[src/rtl/slicer_pkg.sv]
package slicer_pkg;

    parameter int SLICE_W        = 10;
    parameter int NUM_SLICES_DEF = 4;
    parameter int MSG_W          = SLICE_W + 1;

    function automatic int ham_checks(int m);
        int r;
        r = 0;
        while ((1 << r) < m + r + 1) r++;
        return r;
    endfunction

    parameter int CHK_W   = ham_checks(MSG_W);
    parameter int CODE_W  = MSG_W + CHK_W + 1;
    parameter int TAG_POS = CODE_W - 1;

    typedef logic [SLICE_W-1:0] slice_t;
    typedef logic [CODE_W-1:0]  code_t;

    typedef struct packed {
        logic   tag;
        slice_t data;
    } msg_t;

    function automatic bit is_pow2(int p);
        return (p & (p - 1)) == 0;
    endfunction

    function automatic code_t place_msg(msg_t m);
        code_t c;
        logic [MSG_W-1:0] flat;
        int j;
        c = '0;
        flat = m;
        j = 0;
        for (int p = 1; p < CODE_W; p++) begin
            if (!is_pow2(p)) begin
                c[p] = flat[j];
                j++;
            end
        end
        return c;
    endfunction

    function automatic code_t cover_mask(int k);
        code_t msk;
        msk = '0;
        for (int p = 1; p < CODE_W; p++) begin
            if (((p >> k) & 1) == 1 && p != (1 << k)) msk[p] = 1'b1;
        end
        return msk;
    endfunction

endpackage

[src/rtl/slice_sequencer.sv]
module slice_sequencer
    import slicer_pkg::*;
#(
    parameter int NUM_SLICES = NUM_SLICES_DEF,
    localparam int WORD_W = NUM_SLICES * SLICE_W,
    localparam int IDX_W  = (NUM_SLICES > 1) ? $clog2(NUM_SLICES) : 1
) (
    input  logic              clk,
    input  logic              rst,
    input  logic              in_valid,
    input  logic [WORD_W-1:0] in_data,
    input  logic              in_first,
    output logic              in_ready,
    output logic              msg_valid,
    output msg_t              msg
);

    localparam logic [IDX_W-1:0] LAST_IDX = IDX_W'(NUM_SLICES - 1);

    logic [NUM_SLICES-1:0][SLICE_W-1:0] word_q;
    logic                               first_q;
    logic [IDX_W-1:0]                   idx_q;
    logic                               busy_q;
    logic                               last;
    logic                               take;
    logic [IDX_W-1:0]                   pick;

    assign last     = (idx_q == LAST_IDX);
    assign in_ready = !busy_q || last;
    assign take     = in_valid && in_ready;
    assign pick     = LAST_IDX - idx_q;

    always_ff @(posedge clk) begin
        if (rst) begin
            busy_q  <= 1'b0;
            idx_q   <= '0;
            first_q <= 1'b0;
            word_q  <= '0;
        end else if (take) begin
            busy_q  <= 1'b1;
            idx_q   <= '0;
            first_q <= in_first;
            word_q  <= in_data;
        end else if (busy_q) begin
            if (last) begin
                busy_q <= 1'b0;
            end else begin
                idx_q <= idx_q + 1'b1;
            end
        end
    end

    always_comb begin
        msg_valid = busy_q;
        msg.data  = word_q[pick];
        msg.tag   = first_q && (idx_q == '0);
    end

endmodule

[src/rtl/secded_encoder.sv]
module secded_encoder
    import slicer_pkg::*;
(
    input  msg_t  msg,
    output code_t code
);

    code_t              spread;
    code_t              body;
    logic [CHK_W-1:0]   chk;

    assign spread = place_msg(msg);

    genvar k;
    generate
        for (k = 0; k < CHK_W; k++) begin : g_chk
            localparam code_t MASK = cover_mask(k);
            assign chk[k] = ^(spread & MASK);
        end
    endgenerate

    always_comb begin
        body = spread;
        for (int b = 0; b < CHK_W; b++) begin
            body[1 << b] = chk[b];
        end
    end

    assign code = body | {{(CODE_W-1){1'b0}}, ^body[CODE_W-1:1]};

endmodule

[src/rtl/code_register.sv]
module code_register
    import slicer_pkg::*;
(
    input  logic  clk,
    input  logic  rst,
    input  logic  d_valid,
    input  code_t d_code,
    output logic  q_valid,
    output code_t q_code
);

    always_ff @(posedge clk) begin
        if (rst) begin
            q_valid <= 1'b0;
            q_code  <= '0;
        end else begin
            q_valid <= d_valid;
            if (d_valid) q_code <= d_code;
        end
    end

endmodule

[src/rtl/slice_hamming_tx.sv]
module slice_hamming_tx
    import slicer_pkg::*;
#(
    parameter int NUM_SLICES = NUM_SLICES_DEF,
    localparam int WORD_W = NUM_SLICES * SLICE_W
) (
    input  logic              clk,
    input  logic              rst,
    input  logic              in_valid,
    output logic              in_ready,
    input  logic [WORD_W-1:0] in_data,
    input  logic              in_first,
    output logic              out_valid,
    output logic [CODE_W-1:0] out_code
);

    msg_t  cur_msg;
    logic  cur_valid;
    code_t cur_code;

    slice_sequencer #(.NUM_SLICES(NUM_SLICES)) u_seq (
        .clk       (clk),
        .rst       (rst),
        .in_valid  (in_valid),
        .in_data   (in_data),
        .in_first  (in_first),
        .in_ready  (in_ready),
        .msg_valid (cur_valid),
        .msg       (cur_msg)
    );

    secded_encoder u_enc (
        .msg  (cur_msg),
        .code (cur_code)
    );

    code_register u_oreg (
        .clk     (clk),
        .rst     (rst),
        .d_valid (cur_valid),
        .d_code  (cur_code),
        .q_valid (out_valid),
        .q_code  (out_code)
    );

endmodule

[config.mk]
export PLATFORM = sky130hd
export DESIGN_NAME = slice_hamming_tx
export DESIGN_NICKNAME = d
export VERILOG_FILES = /design/src/rtl/slicer_pkg.sv /design/src/rtl/slice_sequencer.sv /design/src/rtl/secded_encoder.sv /design/src/rtl/code_register.sv /design/src/rtl/slice_hamming_tx.sv
export SDC_FILE = /design/constraint.sdc
export NUM_CORES = 1
export LEC_CHECK = 0
export ABC_CLOCK_PERIOD_IN_PS = 4600
export BUFFER_PORTS_ARGS = -buffer_cell sky130_fd_sc_hd__buf_4
export CAP_MARGIN = 5
export CORE_AREA = 3 3 82 84
export CTS_BUF_LIST = sky130_fd_sc_hd__clkbuf_16
export CTS_CLUSTER_DIAMETER = 60
export DETAILED_ROUTE_END_ITERATION = 8
export DIE_AREA = 0 0 85 87
export GPL_ROUTABILITY_DRIVEN = 0
export GPL_TIMING_DRIVEN = 0
export PLACE_DENSITY_LB_ADDON = 0.25
export SYNTH_ARGS = -nofsm -noshare
export SYNTH_HDL_FRONTEND = slang
export SYNTH_SLANG_ARGS = --single-unit
[constraint.sdc]
create_clock -name clk -period 4.6 [get_ports clk]
set_clock_uncertainty 0.15 [all_clocks]
set_input_delay 0.69 -clock clk [delete_from_list [all_inputs] [get_ports clk]]
set_output_delay 0.69 -clock clk [all_outputs]
set_load 0.1 [all_outputs]
After elaboration in Yosys (flattened, before gate mapping) --
Cells that the tools add are included.
Operators by class: bitwise operators 2, equal/unequal tests 1, $lt $le $gt $ge 1, muxes and demuxes 5, $add $sub $neg 2, reduce and logical (&&, ||, !) cells 12
Operators by type and width (count):
- 16-bit parity | 4
- 10-bit binary-select mux with 2-bit select | 1
- 16-bit by 1-bit bitwise OR with 16-bit output | 1
- 15-bit parity | 1
- 10-bit 2-to-1 mux | 1
- 2-bit by 3-bit less-than comparator with 1-bit output (second input constant) | 1
- 1-bit 2-to-1 mux | 3
- 2-bit by 1-bit adder with 2-bit output (second input constant) | 1
- 2-bit equality test (second input constant) | 1
- 1-bit logical AND | 2
- 2-bit zero test | 1
- 2-bit AND reduction | 1
- 2-bit OR reduction | 1
- 2-bit subtractor (first input constant) | 1
- 1-bit zero test | 1
- 1-bit logical OR | 1
- 1-bit NOT | 1
Storage, ports and cells: word-level logic and storage cells 32, output and inout bits 18, register bits 61, input bits 44

Depth between registers and ports, before layout --
Gate-level depths: netlist (run 1).
depth in word-level cells 6, depth in mapped cells 8, mapped depth without buffers 7

By module --
A second synthesis (run 1) with hierarchy kept.
Second synthesis, totals: cells, all modules 299, area total of the unflattened synthesis 2907.8 µm²
By module, submodules not included:
- slice_sequencer | seq. area each 880.8 µm², cells an instance 217, area each 2003.2 µm², instances 1
- code_register | seq. area each 340.3 µm², cells an instance 54, area each 608.1 µm², instances 1
- secded_encoder | seq. area each 0.0 µm², cells an instance 28, area each 296.5 µm², instances 1

Least setup slack after synthesis (run 1) --
OpenSTA, ideal clock, no wires.
kind flip-flop to flip-flop, start point register u_seq.busy_q, in the netlist u_seq.msg_valid, end point register u_seq.word_q[24] (netlist name), clock period less this slack 2.377 ns, cell stages (with the launch flop) 9, path slack 2.223 ns, path buffers 3, data arrival time 2.157 ns, setup time 0.071 ns, data required time 4.379 ns, cell sequence dfxtp_1 -> clkbuf_1 -> nor2b_1 -> inv_1 -> and2_1 -> clkbuf_1 -> clkbuf_1 -> nand2_1 -> a21oi_1
On the way: word-level cells in the longest chain between the ends 3
Ends and longest elaborated chain:
- start: declaration | line slice_sequencer.sv:23 | logic busy_q;
- start signal: assignment | line slice_sequencer.sv:35 | busy_q <= 1'b0;
- start signal: assignment | line slice_sequencer.sv:40 | busy_q <= 1'b1;
- start signal: assignment | line slice_sequencer.sv:46 | busy_q <= 1'b0;
- 1-bit zero test | line slice_sequencer.sv:29 | assign in_ready = !busy_q || last;
- 1-bit logical OR | line slice_sequencer.sv:29
- net in_ready | line slice_hamming_tx.sv:10 | output logic in_ready,
- 1-bit logical AND | line slice_sequencer.sv:30 | assign take = in_valid && in_ready;
- end signal: assignment | line slice_sequencer.sv:43 | word_q <= in_data;
- end: declaration | line slice_sequencer.sv:20 | logic [NUM_SLICES-1:0][SLICE_W-1:0] word_q;
The timed path passes the listed nets, and every way through them passes these cells. A chain may end at the register's enable or synchronous reset.

Worst setup path in the final report (run 1) --
start point register u_seq.busy_q, in the netlist u_seq.msg_valid, end point output port in_ready
On the way: word-level cells in the longest chain between the ends 2
Ends and longest elaborated chain (line):
- 1-bit zero test | slice_sequencer.sv:29
- 1-bit logical OR | slice_sequencer.sv:29
- end: declaration | slice_hamming_tx.sv:10
No other way between the ends.

==> impl_metrics.csv, run 1 <==
group,metric,value,unit
job,cap_viol_max_count,0,
yosys,synth-main-ff-cell,"dfxtp_1",
worst_setup_path,rrSetupSlack,2.01,ns
detailed_routing,via_per_inst,4.97,
clocking,cts_tree,"built",
clocking,insertion_delay,0.32,ns
yosys,yosysSeqAreaShare,45.1,%
yosys,yosysUniqueCellTypes,25,
final_layout,drive_gt1_share,22.7,%
clocking,hold_buffers,0,
sta,relSlewSlack,55.3,%
global_routing,grt_use_met2,33.1,%
worst_setup_path,path_class,"flop to output pin",
yosys,synthCells,282,
yosys,synth_edf_count,0,
die,ios,62,
global_routing,grt.busiest_layer,"met2",
die,coreArea,0.00599,mm^2
yosys,syn_area,0.00271,mm^2
die,num_rows,28,
worst_setup_path,worstPathRequired,3.76,ns
worst_setup_path,rr_worst_depth,6,
clocking,htree_levels,3,
outcome,status,"completed",
detailed_routing,ant_nets,0,
final_layout,multi_input_area,0.00139,mm^2
min_path,hold_depth,2,
detailed_routing,drtPass1Iterations,4,
yosys,synth_top_area_cell,"dfxtp_1",
worst_setup_path,cp_max_fo,10,
final_layout,n_fill_cell,540,
sta,period_minus_slack,2.65,ns
detailed_routing,wl_per_cell,14.9,um
global_routing,grt.met1_usage,21.4,%
yosys,yosysMostFrequentCell,"nand2_1",
die,die_y,87,um
clocking,post_cts_buffers,0,
worst_setup_path,setup.worst_path.end_class,"output pin",
yosys,netlist_top_cells_count,"84 x nand2_1, 61 x dfxtp_1, 44 x a21oi_1",
sta,rsz0062_at_grt,"no",
final_layout,diodes,0,
worst_setup_path,crit_path_start_kind,"flop",
clocking,cts-buffers-inserted,9,
final_layout,post-route-util,59.0,%
pwr,vdd_drop_max,288,uV
min_path,holdPathEnd,"u_seq.word_q[14]",
sta,hold_viol,0,
min_path,hold_class,"flop to flop",
worst_setup_path,arrival,1.81,ns
clocking,root_buffer,"clkbuf_16",
detailed_routing,vias,2148,
die,start_util,45.2,%
sta,fmax,0.378,GHz
worst_setup_path,timing.rr.end,"u_oreg.q_code[0]",
global_routing,overflow,0,
detailed_routing,wl,6.44,mm
yosys,syn_area_per_cell,9.61,um^2
final_layout,syn_to_final_growth,30.4,%
placed_design,place_area,0.00325,mm^2
clocking,cts-resized-gates,0,
detailed_routing,drc,0,
global_routing,antenna_found_initial,0,
global_routing,grt_max_degree,11,
die,dieWidth,85,um
sta,drv_slew,0,
global_routing,first_global_vias,2174,
global_routing,grt_pass1_wl,10.5,mm
yosys,ys_ff_latch,61,
sta,worst_pin_slew,0.670,ns
clocking,cts_sinks,61,
yosys,async_reset_ff_share,0,%
detailed_routing,drtIter0Drc,99,
sta,setup_tns,0,ns
yosys,ys_top_cells_by_area,"dfxtp_1 45%, nand2_1 12%, a21oi_1 8.1%",
sta,setup_viol,0,
min_path,hp-start,"u_seq.word_q[14]",
placed_design,port_buffers,60,
die,dieArea,0.00740,mm^2
global_routing,use_met3,5.96,%
placed_design,dp_hpwl,4.62,mm
sta,period_share,57.5,%
yosys,yosysWarnings,0,
final_layout,nNetsFinal,399,
clocking,cts_buffer_depth,2,
worst_setup_path,regToRegStartpoint,"u_seq.idx_q[1]",
final_layout,ff_latch_area,0.00122,mm^2
global_routing,track_usage,18.6,%
final_layout,finalInstanceArea,0.00353,mm^2
yosys,syn-num-nets,328,
clocking,clk_pin_slew_worst_paths,0.05,ns
yosys,synth_top_area_share,45.1,%
pwr,leakagePower,1.53,nW
pwr,p_per_area,439,mW/mm^2
==> state kept, by name (all words and copies together) (netlist names) <==
name             count
u_seq.first_q        1
u_seq.word_q        40
u_seq.msg_valid      1
u_seq.idx_q          2
u_oreg.q_valid       1
u_oreg.q_code       16
==> stage by stage <==
step	worst slack (ns)	hold WS (ns)	instances	power, mW
floorplan	2.22	0.282	282	0.843
global placement	2.05	0.287	417	0.924
detailed placement	2.04	0.293	417	0.927
CTS	1.98	0.300	432	1.56
global route	1.84	0.321	432	1.61
finish	1.95	0.299	432	1.55
==> worst max-delay path, cell delays in order, from the launching register on <==
cell      delay [ns]
dfxtp_1         0.30
clkbuf_1        0.44
nor2b_1         0.32
inv_1           0.16
buf_4           0.26
==> worst max path at each step <==
stage                     slack, ns             from               end
after floorplan                2.22  u_seq.msg_valid  u_seq.word_q[24]
after detailed placement       2.04   u_seq.idx_q[0]  u_oreg.q_code[1]
after global placement         2.05   u_seq.idx_q[0]  u_oreg.q_code[1]
final                          1.95  u_seq.msg_valid          in_ready
after global routing           1.84  u_seq.msg_valid          in_ready
after CTS                      1.98  u_seq.msg_valid          in_ready
==> placed cells by master (no fill, tap or decap), types with 2 or more instances in the layout <==
cell / n
a21oi_1: 44
buf_1: 4
buf_4: 60
clkbuf_1: 14
clkbuf_16: 9
clkinv_1: 2
clkinv_2: 2
dfxtp_1: 61
ha_1: 2
inv_1: 3
mux2i_1: 14
mux4_1: 7
mux4_2: 3
nand2_1: 84
nor2_1: 20
nor2b_1: 2
xnor2_1: 4
xnor2_4: 2
xnor3_1: 6
xor3_1: 3
==> power breakdown <==
group	switching, mW	internal [mW]
clock	0.225	0.410
combinational	0.193	0.142
sequential	0.0179	0.563
total	0.436	1.11
==> layer usage <==
layer / wire, um / vias up / part of all wire, %
met2: 3360 / 57 / 52
met5: 0 / - / 0
met4: 32 / 0 / 0.50
li1: - / 1087 / -
met3: 361 / 4 / 5.6
met1: 2690 / 1000 / 42
==> cell families (layout without fill, tap and decap cells) <==
family | after synthesis | after routing | synth area share, %
AOI/OAI and AO/OA | 45 | 45 | 8.45
xor gates and xnor gates | 17 | 17 | 11.9
adders and majority gates | 2 | 2 | 0.924
buffers and inverters | 23 | 98 | 3.51
DFF | 61 | 61 | 45.1
muxes | 24 | 24 | 14.5
and+or+nand+nor | 110 | 110 | 15.7
==> layout make-up <==
class | instances | share of cell area, %
Buffer | 20 | 2.37
Inverter | 3 | 0.319
Multi-Input combinational cell | 198 | 39.4
Timing Repair Buffer | 60 | 12.7
Tap cell | 75 | 2.66
Sequential cell | 61 | 34.6
Clock buffer | 9 | 6.37
Clock inverter | 6 | 1.56
No activity file was read; power rests on OpenSTA's default activity.
==> inputs of run 2 (changes only) <==
--- a/config.mk
+++ b/config.mk
@@ -5,7 +5,7 @@
 export SDC_FILE = /design/constraint.sdc
 export NUM_CORES = 1
 export LEC_CHECK = 0
-export ABC_CLOCK_PERIOD_IN_PS = 4600
+export ABC_CLOCK_PERIOD_IN_PS = 2200
 export BUFFER_PORTS_ARGS = -buffer_cell sky130_fd_sc_hd__buf_4
 export CAP_MARGIN = 5
 export CORE_AREA = 3 3 82 84
==> constraint.sdc (replaced) <==
create_clock -name clk -period 2.2 [get_ports clk]
set_clock_uncertainty 0.15 [all_clocks]
set_input_delay 0.33 -clock clk [delete_from_list [all_inputs] [get_ports clk]]
set_output_delay 0.33 -clock clk [all_outputs]
set_load 0.1 [all_outputs]
==> impl_metrics.csv, run 2 (synthesis results as in run 1) <==
group,metric,value,unit
worst_setup_path,rr_worst_depth,6,
detailed_routing,ant_nets,0,
die,dieWidth,85,um
clocking,cts_sinks,61,
min_path,hold_class,"input pin to flop",
final_layout,finalInstanceArea,0.00374,mm^2
sta,worst_pin_slew,0.670,ns
worst_setup_path,worstPathRequired,2.27,ns
worst_setup_path,setup.worst_path.end_class,"flop",
worst_setup_path,crit_chain,"buf_12, mux4_2, buf_6, xnor3_1, xnor3_1, a22o_1",
clocking,insertion_delay,0.33,ns
die,coreArea,0.00599,mm^2
die,num_rows,28,
worst_setup_path,slowest_stage,"mux4_2",
worst_setup_path,cp_common_cell,"xnor3_1",
clocking,cts-buffers-inserted,9,
detailed_routing,drc,0,
sta,hold_ws,0.0978,ns
placed_design,dp_hpwl,4.57,mm
global_routing,grt_pass1_wl,10.4,mm
final_layout,largest_reg_flops,40,
final_layout,ff_latch_area,0.00123,mm^2
die,die_y,87,um
placed_design,port_buffers,60,
sta,drv_slew,0,
sta,period_share,110,%
worst_setup_path,regToRegStartpoint,"u_seq.idx_q[1]",
final_layout,multi_input_area,0.00141,mm^2
clocking,htree_levels,3,
clocking,cts_tree,"built",
placed_design,place_area,0.00328,mm^2
clocking,cts_buffer_depth,2,
pwr,leakagePower,1.63,nW
final_layout,syn_to_final_growth,38.0,%
placed_design,pre_cts_ws,-0.282,ns
die,start_util,45.2,%
final_layout,n_fill_cell,524,
global_routing,antenna_found_initial,0,
final_layout,diodes,0,
global_routing,grt_max_degree,11,
detailed_routing,drtIter0Drc,130,
detailed_routing,wl_per_cell,14.5,um
outcome,violations,"negative setup slack",
worst_setup_path,critical_path.startpoint,"u_seq.idx_q[1]",
job,cap_viol_max_count,0,
detailed_routing,wl,6.46,mm
clocking,root_buffer,"clkbuf_16",
sta,relSlewSlack,55.4,%
pwr,vdd_drop_max,508,uV
final_layout,nNetsFinal,413,
outcome,status,"complete, but fails checks",
final_layout,regMostFlops,"u_seq.word_q",
die,ios,62,
sta,setup_ws,-0.222,ns
sta,setup_viol,5,
sta,fmax,0.413,GHz
worst_setup_path,arrival,2.49,ns
worst_setup_path,slowest_delay,0.56,ns
clocking,clk_pin_slew_worst_paths,0.05,ns
worst_setup_path,cp_max_fo,5,
worst_setup_path,crit_path_start_kind,"flop",
sta,period_minus_slack,2.42,ns
sta,hold_viol,0,
global_routing,first_global_vias,2138,
detailed_routing,vias,2190,
global_routing,overflow,0,
clocking,hold_buffers,0,
final_layout,drive_gt1_share,31.7,%
worst_setup_path,worstSetupEndpoint,"u_oreg.q_code[0]",
final_layout,layout_commonest_cell,"nand2_1",
final_layout,final_cell_mix,"83 x nand2_1, 72 x buf_4, 59 x dfxtp_1",
pwr,power.total,3.44,mW
worst_setup_path,timing.rr.end,"u_oreg.q_code[0]",
pwr,p_per_area,920,mW/mm^2
die,dieArea,0.00740,mm^2
sta,rsz0062_at_grt,"yes",
worst_setup_path,path_class,"flop to flop",
final_layout,reg_top3,"u_seq.word_q (40), u_oreg.q_code (16), u_seq.idx_q (2)",
detailed_routing,via_per_inst,4.90,
worst_setup_path,rrSetupSlack,-0.22,ns
global_routing,track_usage,18.6,%
detailed_routing,drtPass1Iterations,4,
[run 2: cell types whose count changed in the layout (fill, tap and decap cells not counted), sizes merged]
cell / previous run / this run
bufinv: 1 / 2
buf: 66 / 77
clkinv: 4 / 3
inv: 3 / 4
clkbuf: 23 / 26
[run 2: power breakdown]
group          internal, mW  switching (mW)  total (mW)
logic                 0.345           0.416       0.761
clock network         0.975           0.483        1.46
registers              1.18          0.0418        1.22
[run 2: worst min path at each step]
stage | from | end | slack [ns] | cells past startpoint
floorplan | u_seq.word_q[10] | u_seq.word_q[10] | 0.28 | 2
global placement | u_seq.word_q[22] | u_seq.word_q[22] | 0.29 | 2
detailed placement | u_seq.word_q[34] | u_seq.word_q[34] | 0.30 | 2
CTS | in_data[7] | u_seq.word_q[7] | 0.1 | 3
global route | in_data[6] | u_seq.word_q[6] | 0.10 | 3
finish | in_data[9] | u_seq.word_q[9] | 0.1 | 3
[run 2: per-stage QoR]
| step | utilization, % | std cells | TNS, ns |
|---|---|---|---|
| final | 62.4 | 447 | -0.612 |
| after global routing | 62.4 | 447 | -0.954 |
| after CTS | 60.4 | 437 | -0.664 |
| after detailed placement | 54.8 | 417 | -0.903 |
| after global placement | 54.8 | 417 | -0.842 |
| after floorplan | - | 282 | -0.153 |
[run 2: metal layers]
metal / part of all wire, % / vias up / track usage (%)
met5: 0 / - / 0
met4: 1.5 / 0 / 7.77
met3: 5.3 / 11 / 4.64
met2: 47 / 58 / 29.7
met1: 46 / 1015 / 24.0
li1: - / 1106 / -
[run 2: critical path, delay by kind of cell, from the launching register on]
kind,cells,cell delay (ns)
flops,1,0.37
buf+inv,2,0.28
compound gates,1,0.21
xor+xnor,2,0.74
mux,1,0.56
[run 2: final cells by class]
type | count | share of cell area, %
well taps | 75 | 2.51
clock inverters | 7 | 2.21
flip-flops and latches | 61 | 32.8
plain buffers | 20 | 2.78
multi-input cells | 198 | 37.7
repair buffers | 74 | 15.5
clock buffers | 9 | 6.03
inverters | 3 | 0.402
[run 2: repair_timing]
action	in CTS	in global routing
gates cloned	0	1
endpoints found under the setup margin	5	5
pin swaps	4	9
setup buffers	4	9
hold endpoints to repair	0	0
gates resized for setup	7	7
==> inputs of run 3 (changes only) <==
--- a/config.mk
+++ b/config.mk
@@ -5,7 +5,7 @@
 export SDC_FILE = /design/constraint.sdc
 export NUM_CORES = 1
 export LEC_CHECK = 0
-export ABC_CLOCK_PERIOD_IN_PS = 2200
+export ABC_CLOCK_PERIOD_IN_PS = 2960
 export BUFFER_PORTS_ARGS = -buffer_cell sky130_fd_sc_hd__buf_4
 export CAP_MARGIN = 5
 export CORE_AREA = 3 3 82 84
@@ -15,6 +15,7 @@
 export DIE_AREA = 0 0 85 87
 export GPL_ROUTABILITY_DRIVEN = 0
 export GPL_TIMING_DRIVEN = 0
+export MAX_ROUTING_LAYER = met4
 export PLACE_DENSITY_LB_ADDON = 0.25
 export SYNTH_ARGS = -nofsm -noshare
 export SYNTH_HDL_FRONTEND = slang
==> constraint.sdc (replaced) <==
create_clock -name clk -period 2.96 [get_ports clk]
set_clock_uncertainty 0.15 [all_clocks]
set_input_delay 0.296 -clock clk [delete_from_list [all_inputs] [get_ports clk]]
set_output_delay 0.296 -clock clk [all_outputs]
set_load 0.1 [all_outputs]
==> impl_metrics.csv, run 3 (synthesis results as in run 1) <==
group,metric,value,unit
sta,fmax,0.388,GHz
global_routing,grt_max_degree,11,
final_layout,layout_commonest_cell,"nand2_1",
die,ios,62,
sta,relSlewSlack,55.4,%
sta,hold_viol,0,
job,cap_viol_max_count,0,
die,dieWidth,85,um
final_layout,largest_reg_flops,40,
die,dieArea,0.00740,mm^2
min_path,hold_depth,3,
clocking,root_buffer,"clkbuf_16",
min_path,holdPathEnd,"u_seq.word_q[5]",
worst_setup_path,crit_buf_inv,1,
worst_setup_path,slowest_delay,0.68,ns
final_layout,syn_to_final_growth,30.4,%
final_layout,nNetsFinal,399,
detailed_routing,wl,6.42,mm
sta,drv_slew,0,
final_layout,reg_top3,"u_seq.word_q (40), u_oreg.q_code (16), u_seq.idx_q (2)",
clocking,cts-buffers-inserted,9,
detailed_routing,met2_length,3.32,mm
global_routing,first_global_vias,2171,
detailed_routing,drc,0,
pwr,leakagePower,1.53,nW
pwr,p_per_area,681,mW/mm^2
detailed_routing,ant_nets,0,
detailed_routing,drtPass1Iterations,4,
sta,worst_pin_slew,0.670,ns
clocking,cts_buffer_depth,2,
placed_design,pre_cts_ws,0.398,ns
detailed_routing,dr_wl_met3,387,um
detailed_routing,wl_per_cell,14.9,um
detailed_routing,via_per_inst,5.03,
sta,setup_tns,0,ns
die,die_y,87,um
global_routing,antenna_found_initial,0,
final_layout,diodes,0,
placed_design,dp_hpwl,4.62,mm
detailed_routing,wl_met1,2.67,mm
worst_setup_path,setup.worst_path.end_class,"flop",
detailed_routing,highest_layer,"met4",
placed_design,place_inst,417,
outcome,status,"completed",
min_path,hp-start,"in_data[5]",
worst_setup_path,slowest_stage,"mux4_1",
clocking,cts_sinks,61,
sta,period_minus_slack,2.58,ns
worst_setup_path,crit_family,"XOR/XNOR gates",
clocking,hold_buffers,0,
detailed_routing,drtIter0Drc,69,
clocking,cts-resized-gates,0,
placed_design,port_buffers,60,
detailed_routing,vias,2174,
worst_setup_path,arrival,2.64,ns
worst_setup_path,path_class,"flop to flop",
final_layout,regMostFlops,"u_seq.word_q",
pwr,vdd_drop_max,447,uV
worst_setup_path,timing.rr.end,"u_oreg.q_code[0]",
final_layout,final_cells,432,
sta,rsz0062_at_grt,"no",
clocking,htree_levels,3,
sta,setup_ws,0.382,ns
worst_setup_path,regToRegStartpoint,"u_seq.idx_q[1]",
final_layout,n_fill_cell,540,
worst_setup_path,crit_path_start_kind,"flop",
global_routing,track_usage,19.1,%
global_routing,overflow,0,
die,num_rows,28,
worst_setup_path,rrSetupSlack,0.38,ns
min_path,hold_class,"input pin to flop",
clocking,post_cts_buffers,0,
sta,setup_viol,0,
sta,hold_ws,0.0688,ns
final_layout,drive_gt1_share,22.7,%
global_routing,grt_pass1_wl,10.4,mm
sta,period_share,87.1,%
worst_setup_path,cp_common_cell,"xnor2_1",
die,coreArea,0.00599,mm^2
worst_setup_path,crit_chain,"buf_6, mux4_1, xnor2_1, xnor2_1, xnor3_1, a22o_1",
final_layout,final_cell_mix,"84 x nand2_1, 61 x dfxtp_1, 60 x buf_4",
worst_setup_path,rr_worst_depth,6,
worst_setup_path,worstPathRequired,3.02,ns
clocking,cts_tree,"built",
clocking,clk_pin_slew_worst_paths,0.05,ns
clocking,insertion_delay,0.32,ns
die,start_util,45.2,%
worst_setup_path,cp_max_fo,10,
run 3: cell count changes in the layout (fill, tap and decap cells not counted), sizes merged:
cell    before  now
clkbuf      26   23
clkinv       3    4
inv          4    3
bufinv       2    1
buf         77   66
run 3: where the power goes:
part	internal, mW	leakage (nW)	switching [mW]	total [mW]
Combinational	0.221	0.898	0.300	0.521
Clock	0.636	0.136	0.348	0.984
Sequential	0.875	0.499	0.0279	0.903
run 3: how the worst max path moves through the flow:
stage / start / end / cells after the start
6_report: u_seq.idx_q[1] / u_oreg.q_code[0] / 6
5_1_grt: u_seq.idx_q[0] / u_oreg.q_code[1] / 8
4_1_cts: u_seq.idx_q[0] / u_oreg.q_code[1] / 8
3_5_place_dp: u_seq.idx_q[0] / u_oreg.q_code[1] / 8
3_3_place_gp: u_seq.idx_q[0] / u_oreg.q_code[1] / 8
2_1_floorplan: u_seq.msg_valid / u_seq.word_q[24] / 8
run 3: worst min-delay path, stage by stage:
cell and delay (ns):
buf_4 0.11, nand2_1 0.04, a21oi_1 0.05
run 3: through the flow:
stage          util (%)  power (mW)  area, um^2
3_5_place_dp       54.3        1.44        3250
3_3_place_gp       54.3        1.44        3250
6_report           59.0        2.41        3530
5_1_grt            59.0        2.51        3530
4_1_cts            59.0        2.42        3530
2_1_floorplan         -        1.31        2710
run 3: cell type report:
cell class	count	area (um^2)	share of cell area, %
Clock buffer	9	225	6.37
Sequential cell	61	1220	34.6
Inverter	3	11.3	0.319
Clock inverter	6	55.1	1.56
Tap cell	75	93.8	2.66
Multi-Input combinational cell	198	1390	39.4
Timing Repair Buffer	60	450	12.7
Buffer	20	83.8	2.37
run 3: layer usage:
layer,vias to the layer above,GRT usage (%)
met1,1015,21.5
met4,0,5.18
met3,6,5.77
met5,-,-
li1,1090,-
met2,63,33.1
